==> src/rtl/tmr_buf16_pkg.sv <==
package tmr_buf16_pkg;
  localparam int ADDR_W = 3;
  localparam logic [ADDR_W-1:0] A_CNT_LO = 3'd0;
  localparam logic [ADDR_W-1:0] A_CNT_HI = 3'd1;
  localparam logic [ADDR_W-1:0] A_CMP_LO = 3'd2;
  localparam logic [ADDR_W-1:0] A_CMP_HI = 3'd3;
  localparam logic [ADDR_W-1:0] A_CTRL   = 3'd4;
  localparam logic [ADDR_W-1:0] A_STAT   = 3'd5;

  typedef struct packed {
    logic       irq_en;   // bit 5
    logic       cmp_mode; // bit 4
    logic [1:0] psel;     // bits 3:2
    logic       wide;     // bit 1
    logic       run;      // bit 0
  } ctrl_t;

  localparam int CTRL_W = $bits(ctrl_t);
endpackage

==> src/rtl/tmr_buf16_prescale.sv <==
module tmr_buf16_prescale #(
  parameter int SEL_W = 2
) (
  input  logic             clk,
  input  logic             rst_n,
  input  logic             adv,
  input  logic             clr,
  input  logic [SEL_W-1:0] sel,
  output logic             tick
);
  localparam int PC_W = (1 << SEL_W) - 1;

  logic [PC_W-1:0] phase;
  logic [PC_W-1:0] limit;

  assign limit = (PC_W'(1) << sel) - PC_W'(1);
  assign tick  = adv && (phase == limit);

  always_ff @(posedge clk) begin
    if (!rst_n)       phase <= '0;
    else if (clr)     phase <= '0;
    else if (adv)     phase <= (phase == limit) ? '0 : phase + PC_W'(1);
  end
endmodule

==> src/rtl/tmr_buf16_count.sv <==
module tmr_buf16_count #(
  parameter int BYTE_W = 8,
  localparam int CW    = 2 * BYTE_W
) (
  input  logic              clk,
  input  logic              rst_n,
  input  logic              tick,
  input  logic              match,
  input  logic              wr_lo,
  input  logic              wr_hi,
  input  logic              rd_lo,
  input  logic              wide,
  input  logic [BYTE_W-1:0] wdata,
  output logic [CW-1:0]     cnt,
  output logic [BYTE_W-1:0] hbuf,
  output logic              cnt_load,
  output logic              wrap
);
  assign cnt_load = wr_lo || (wr_hi && !wide);
  assign wrap     = tick && !match && !cnt_load && (cnt == {CW{1'b1}});

  always_ff @(posedge clk) begin
    if (!rst_n)                cnt <= '0;
    else if (wr_lo)            cnt <= {(wide ? hbuf : cnt[CW-1:BYTE_W]), wdata};
    else if (wr_hi && !wide)   cnt[CW-1:BYTE_W] <= wdata;
    else if (match)            cnt <= '0;
    else if (tick)             cnt <= cnt + CW'(1);
  end

  always_ff @(posedge clk) begin
    if (!rst_n)                hbuf <= '0;
    else if (wr_hi && wide)    hbuf <= wdata;
    else if (rd_lo && wide)    hbuf <= cnt[CW-1:BYTE_W];
  end
endmodule

==> src/rtl/tmr_buf16_cmp.sv <==
module tmr_buf16_cmp #(
  parameter int CW = 16
) (
  input  logic          clk,
  input  logic          rst_n,
  input  logic [CW-1:0] cnt,
  input  logic [CW-1:0] cmp,
  input  logic          mode,
  input  logic          tick,
  input  logic          conv_en,
  output logic          match,
  output logic          soc_pulse
);
  assign match = mode && tick && (cnt == cmp);

  always_ff @(posedge clk) begin
    if (!rst_n) soc_pulse <= 1'b0;
    else        soc_pulse <= match && conv_en;
  end
endmodule

==> src/rtl/tmr_buf16_regs.sv <==
module tmr_buf16_regs
  import tmr_buf16_pkg::*;
#(
  parameter int BYTE_W = 8,
  localparam int CW    = 2 * BYTE_W
) (
  input  logic              clk,
  input  logic              rst_n,
  input  logic              wr,
  input  logic [ADDR_W-1:0] addr,
  input  logic [BYTE_W-1:0] wdata,
  input  logic              wrap,
  output ctrl_t             ctrl,
  output logic [CW-1:0]     cmp,
  output logic              ovf
);
  always_ff @(posedge clk) begin
    if (!rst_n) begin
      ctrl <= '0;
      cmp  <= '0;
    end else if (wr) begin
      case (addr)
        A_CMP_LO: cmp[BYTE_W-1:0]  <= wdata;
        A_CMP_HI: cmp[CW-1:BYTE_W] <= wdata;
        A_CTRL:   ctrl             <= ctrl_t'(wdata[CTRL_W-1:0]);
        default:  ;
      endcase
    end
  end

  always_ff @(posedge clk) begin
    if (!rst_n)                                   ovf <= 1'b0;
    else if (wrap)                                ovf <= 1'b1;
    else if (wr && addr == A_STAT && !wdata[0])   ovf <= 1'b0;
  end
endmodule

==> src/rtl/tmr_buf16.sv <==
module tmr_buf16
  import tmr_buf16_pkg::*;
#(
  parameter int BYTE_W = 8,
  parameter int SEL_W  = 2,
  localparam int CW    = 2 * BYTE_W
) (
  input  logic              clk,
  input  logic              rst_n,
  input  logic              bus_wr,
  input  logic              bus_rd,
  input  logic [ADDR_W-1:0] bus_addr,
  input  logic [BYTE_W-1:0] bus_wdata,
  output logic [BYTE_W-1:0] bus_rdata,
  input  logic              count_en,
  input  logic              conv_en,
  output logic              soc_pulse,
  output logic              irq
);
  ctrl_t             ctrl;
  logic [CW-1:0]     cnt;
  logic [CW-1:0]     cmp;
  logic [BYTE_W-1:0] hbuf;
  logic              ovf, tick, match, wrap, cnt_load;
  logic              wr_lo, wr_hi, rd_lo, adv;

  assign wr_lo = bus_wr && (bus_addr == A_CNT_LO);
  assign wr_hi = bus_wr && (bus_addr == A_CNT_HI);
  assign rd_lo = bus_rd && (bus_addr == A_CNT_LO);
  assign adv   = ctrl.run && count_en;

  tmr_buf16_prescale #(.SEL_W(SEL_W)) u_pre (
    .clk(clk), .rst_n(rst_n), .adv(adv), .clr(wr_lo),
    .sel(SEL_W'(ctrl.psel)), .tick(tick)
  );

  tmr_buf16_count #(.BYTE_W(BYTE_W)) u_cnt (
    .clk(clk), .rst_n(rst_n), .tick(tick), .match(match),
    .wr_lo(wr_lo), .wr_hi(wr_hi), .rd_lo(rd_lo), .wide(ctrl.wide),
    .wdata(bus_wdata), .cnt(cnt), .hbuf(hbuf), .cnt_load(cnt_load), .wrap(wrap)
  );

  tmr_buf16_cmp #(.CW(CW)) u_cmp (
    .clk(clk), .rst_n(rst_n), .cnt(cnt), .cmp(cmp), .mode(ctrl.cmp_mode),
    .tick(tick), .conv_en(conv_en), .match(match), .soc_pulse(soc_pulse)
  );

  tmr_buf16_regs #(.BYTE_W(BYTE_W)) u_regs (
    .clk(clk), .rst_n(rst_n), .wr(bus_wr), .addr(bus_addr),
    .wdata(bus_wdata), .wrap(wrap), .ctrl(ctrl), .cmp(cmp), .ovf(ovf)
  );

  assign irq = ovf && ctrl.irq_en;

  always_comb begin
    case (bus_addr)
      A_CNT_LO: bus_rdata = cnt[BYTE_W-1:0];
      A_CNT_HI: bus_rdata = ctrl.wide ? hbuf : cnt[CW-1:BYTE_W];
      A_CMP_LO: bus_rdata = cmp[BYTE_W-1:0];
      A_CMP_HI: bus_rdata = cmp[CW-1:BYTE_W];
      A_CTRL:   bus_rdata = BYTE_W'(ctrl);
      A_STAT:   bus_rdata = BYTE_W'(ovf);
      default:  bus_rdata = '0;
    endcase
  end
endmodule

==> config.mk <==
export PLATFORM = sky130hd
export DESIGN_NAME = tmr_buf16
export DESIGN_NICKNAME = d
export VERILOG_FILES = /design/src/rtl/tmr_buf16_pkg.sv /design/src/rtl/tmr_buf16_prescale.sv /design/src/rtl/tmr_buf16_count.sv /design/src/rtl/tmr_buf16_cmp.sv /design/src/rtl/tmr_buf16_regs.sv /design/src/rtl/tmr_buf16.sv
export SDC_FILE = /design/constraint.sdc
export NUM_CORES = 1
export LEC_CHECK = 0
export BUFFER_PORTS_ARGS = -buffer_cell sky130_fd_sc_hd__buf_2
export CAP_MARGIN = 20
export CELL_PAD_IN_SITES_DETAIL_PLACEMENT = 1
export CELL_PAD_IN_SITES_GLOBAL_PLACEMENT = 2
export CORE_MARGIN = 8
export CORE_UTILIZATION = 39
export DETAILED_ROUTE_END_ITERATION = 6
export MAX_ROUTING_LAYER = met4
export PLACE_DENSITY = 0.86
export SYNTH_ARGS = -nofsm -noshare
export SYNTH_HDL_FRONTEND = slang
export SYNTH_HIERARCHICAL = 1
export SYNTH_SLANG_ARGS = --single-unit
==> constraint.sdc <==
create_clock -name clk -period 10.25 [get_ports clk]
set_clock_uncertainty 0.15 [all_clocks]
set_input_delay 3.075 -clock clk [delete_from_list [all_inputs] [get_ports clk]]
set_output_delay 3.075 -clock clk [all_outputs]
set_load 0.02 [all_outputs]
==> metrics.md <==
| Metric | Value |
|---|---|
| Result of the run | `finished, final reports clean` |
| Overall power consumption | `380.1 uW` |
| H-tree Lvls | `2` |
| Setup WS post-layout | `2.673 ns` |
| Initial Utilization | `39.27%` |
| Top Ports | `27` |
| Number of hold-repair buffers added at the cts stage | `0` |
| Max frequency | `0.1320 GHz` |
| Worst setup slack after placement | `2.680 ns` |
| DRT antenna net count | `0` |
| Max Buffers Root-to-Sink | `2` |
| Tightest Pin Transition | `0.9700 ns` |
| Static leakage | `1.328 nW` |
| Cell breakdown of the critical path | `buf_2 > mux4_2 > mux2_2 > buf_2` |
| TritonCTS sink count | `51` |
| Unrepaired setup endpoints after global routing | `false` |
| Synth Area per Inst | `8.312 sq um` |
| VDD IR max | `55.91 uV` |
| Endpoint class of the critical path | `primary output` |
| DR iter-0 viols | `225` |
| All-Layer GR Usage | `20.05%` |
| Fraction of layout instances using a drive strength above 1 | `14.56%` |
| CTS tree | `yes` |
| Count of final hold-check violations | `0` |
| Total net switching power | `107.1 uW` |
| Post-route insts no fill | `527` |
| Cell Area, Synth | `3358 sq um` |
| GRT Residual Overflow | `0` |
| Internal cell power | `273.0 uW` |
| WP buf/inv | `2` |
| Critical path data required time | `7.03 ns` |
| Synth-to-layout area growth | `8.048%` |
| Post-route cell area | `3628 sq um` |
| Clock power share | `33.9%` |
| Detailed-route via count | `3,071` |
| WP data arrival | `4.35 ns` |
| Rows | `34` |
| Number of antenna violations at the first check in global routing | `0` |
| Die height | `108.8 um` |
| Pin count of the biggest net entering global routing | `51` |
| Number of max-cap violations | `0` |
| Final net count | `437` |
| Kind of start point of the critical path | `input pin` |
| Portion of total power attributed to combinational logic | `11.9%` |
| Final total negative setup slack | `0 ns` |
| Post-detail-place hpwl | `8218 um` |
| Final slew viol count | `0` |
| Final period utilization | `73.92%` |
| CTS Buf Count | `5` |
| Critical path type | `in2out` |
| Drc violations | `0` |
| Number of cells upsized or downsized after cts | `0` |
| Critical Path Fanout Max | `17` |
| DIE AREA | `11,840 sq um` |
| Cell Pwr Density | `104.7 nW/um^2` |
| Cells after Synth | `404` |
| Worst min-delay path category | `reg2reg` |
| Core Footprint | `8551 sq um` |
| Number of placed cells counting well taps | `519` |
| Warning count from the yosys run | `6` |
| Placed Instance Area | `3530 sq um` |
| Total iterations of the first detailed-routing run | `4` |
| Wire length of the first global-routing pass | `17,950 um` |
| Setup Buffers After CTS | `0` |
| Critical path's largest stage delay | `0.54 ns` |
| Cell at the slowest stage of the critical path | `mux4_2` |
| Final routed wirelength across all metal layers | `11,080 um` |
| Average via count per standard cell | `5.827` |
| Crit-path most repeated cell | `buf_2` |
| Fraction of power spent switching nets | `28.17%` |
| Insertion delay of the later-clocked pin in the worst-skew pair | `0.31 ns` |
| Vias in the first global route | `3,213` |
| Antenna diodes | `0` |
| Die width | `108.8 um` |
| Worst relative slew slack | `35.25%` |
| Final count of negative-setup-slack endpoints | `0` |
| Buffers added on ports | `26` |
| Worst path top cell family by delay | `multiplexers` |
| Shortest clock period the worst path allows after layout | `7.577 ns` |
| Avg WL per Cell | `21.02 um` |
| Clock Root Buffer | `clkbuf_8` |
| Final weighted congestion of routability-driven global placement | `0.8992` |
| Post-synthesis net count | `423` |
| Part of the total power dissipated in sequential elements | `54.2%` |
| Post-CTS clock slew at the launch and capture registers of the worst setup and hold paths | `0.10 ns` |
==> cell type report <==
cell class	count	area, sq um
fill	1046	4922
multi-input combinational	323	2187
sequential	51	1021
timing repair buffer	30	160.2
tap	108	135.1
clock buffer	6	82.58
inverter	7	26.28
clock inverter	2	16.27
==> cell usage in the layout, fill, tap and decap left out, drive strengths merged, types with 7 or more instances in the layout <==
cell type,instances
buf,30
mux2,10
nand2,70
a21oi,22
mux2i,34
nand3,8
nor2b,8
nor3,8
o22ai,9
xnor2,12
nor2,19
o21ai,26
nand2b,7
dfxtp,51
==> power by group through the flow <==
stage,logic [mW],clock network [mW],registers (mW)
finish,0.0452,0.129,0.206
floorplan,0.0307,0,0.208
detailed placement,0.0448,0,0.211
CTS,0.0450,0.133,0.206
global route,0.0494,0.141,0.207
global placement,0.0439,0,0.210
==> worst min-delay path, cell delays in order (launching register included) <==
cell     delay, ns
dfxtp_1       0.34
nand2_1       0.06
mux2i_1       0.06
==> state kept, by name (all words and copies together) (netlist names) <==
register         flops
u_regs/ctrl          6
u_regs/cmp          16
u_regs/ovf           1
u_cnt/hbuf           8
u_pre/phase          3
u_cnt/cnt           16
u_cmp/soc_pulse      1
==> stage by stage <==
stage | hold slack [ns] | util, %
finish | 0.3507 | 42.43
global route | 0.3647 | 42.43
CTS | 0.3571 | 42.43
detailed placement | 0.3386 | 41.28
global placement | 0.3200 | 41.28
floorplan | 0.2962 | -
==> worst paths after layout <==
kind	start	slack (ns)	endpoint	cells after the start
min reg2reg	u_regs/cmp[1]$_SDFFE_PN0P_	0.35	u_regs/cmp[1]$_SDFFE_PN0P_	2
min	u_regs/cmp[1]$_SDFFE_PN0P_	0.35	u_regs/cmp[1]$_SDFFE_PN0P_	2
max reg2reg	u_regs/ctrl[0]$_SDFFE_PN0P_	5.53	u_cnt/cnt[14]$_SDFFE_PN0P_	12
max	bus_addr[0]	2.67	bus_rdata[0]	4
==> per-layer routing <==
metal  vias to the layer above  GRT usage, %  wire, um
met5                         -             -         0
met4                         0         5.572       223
met3                        17         3.723       275
met2                        36         32.39      5245
met1                      1515         25.04      5331
li1                       1503             -         -
Note: power is estimated with default switching activity, not from simulation.
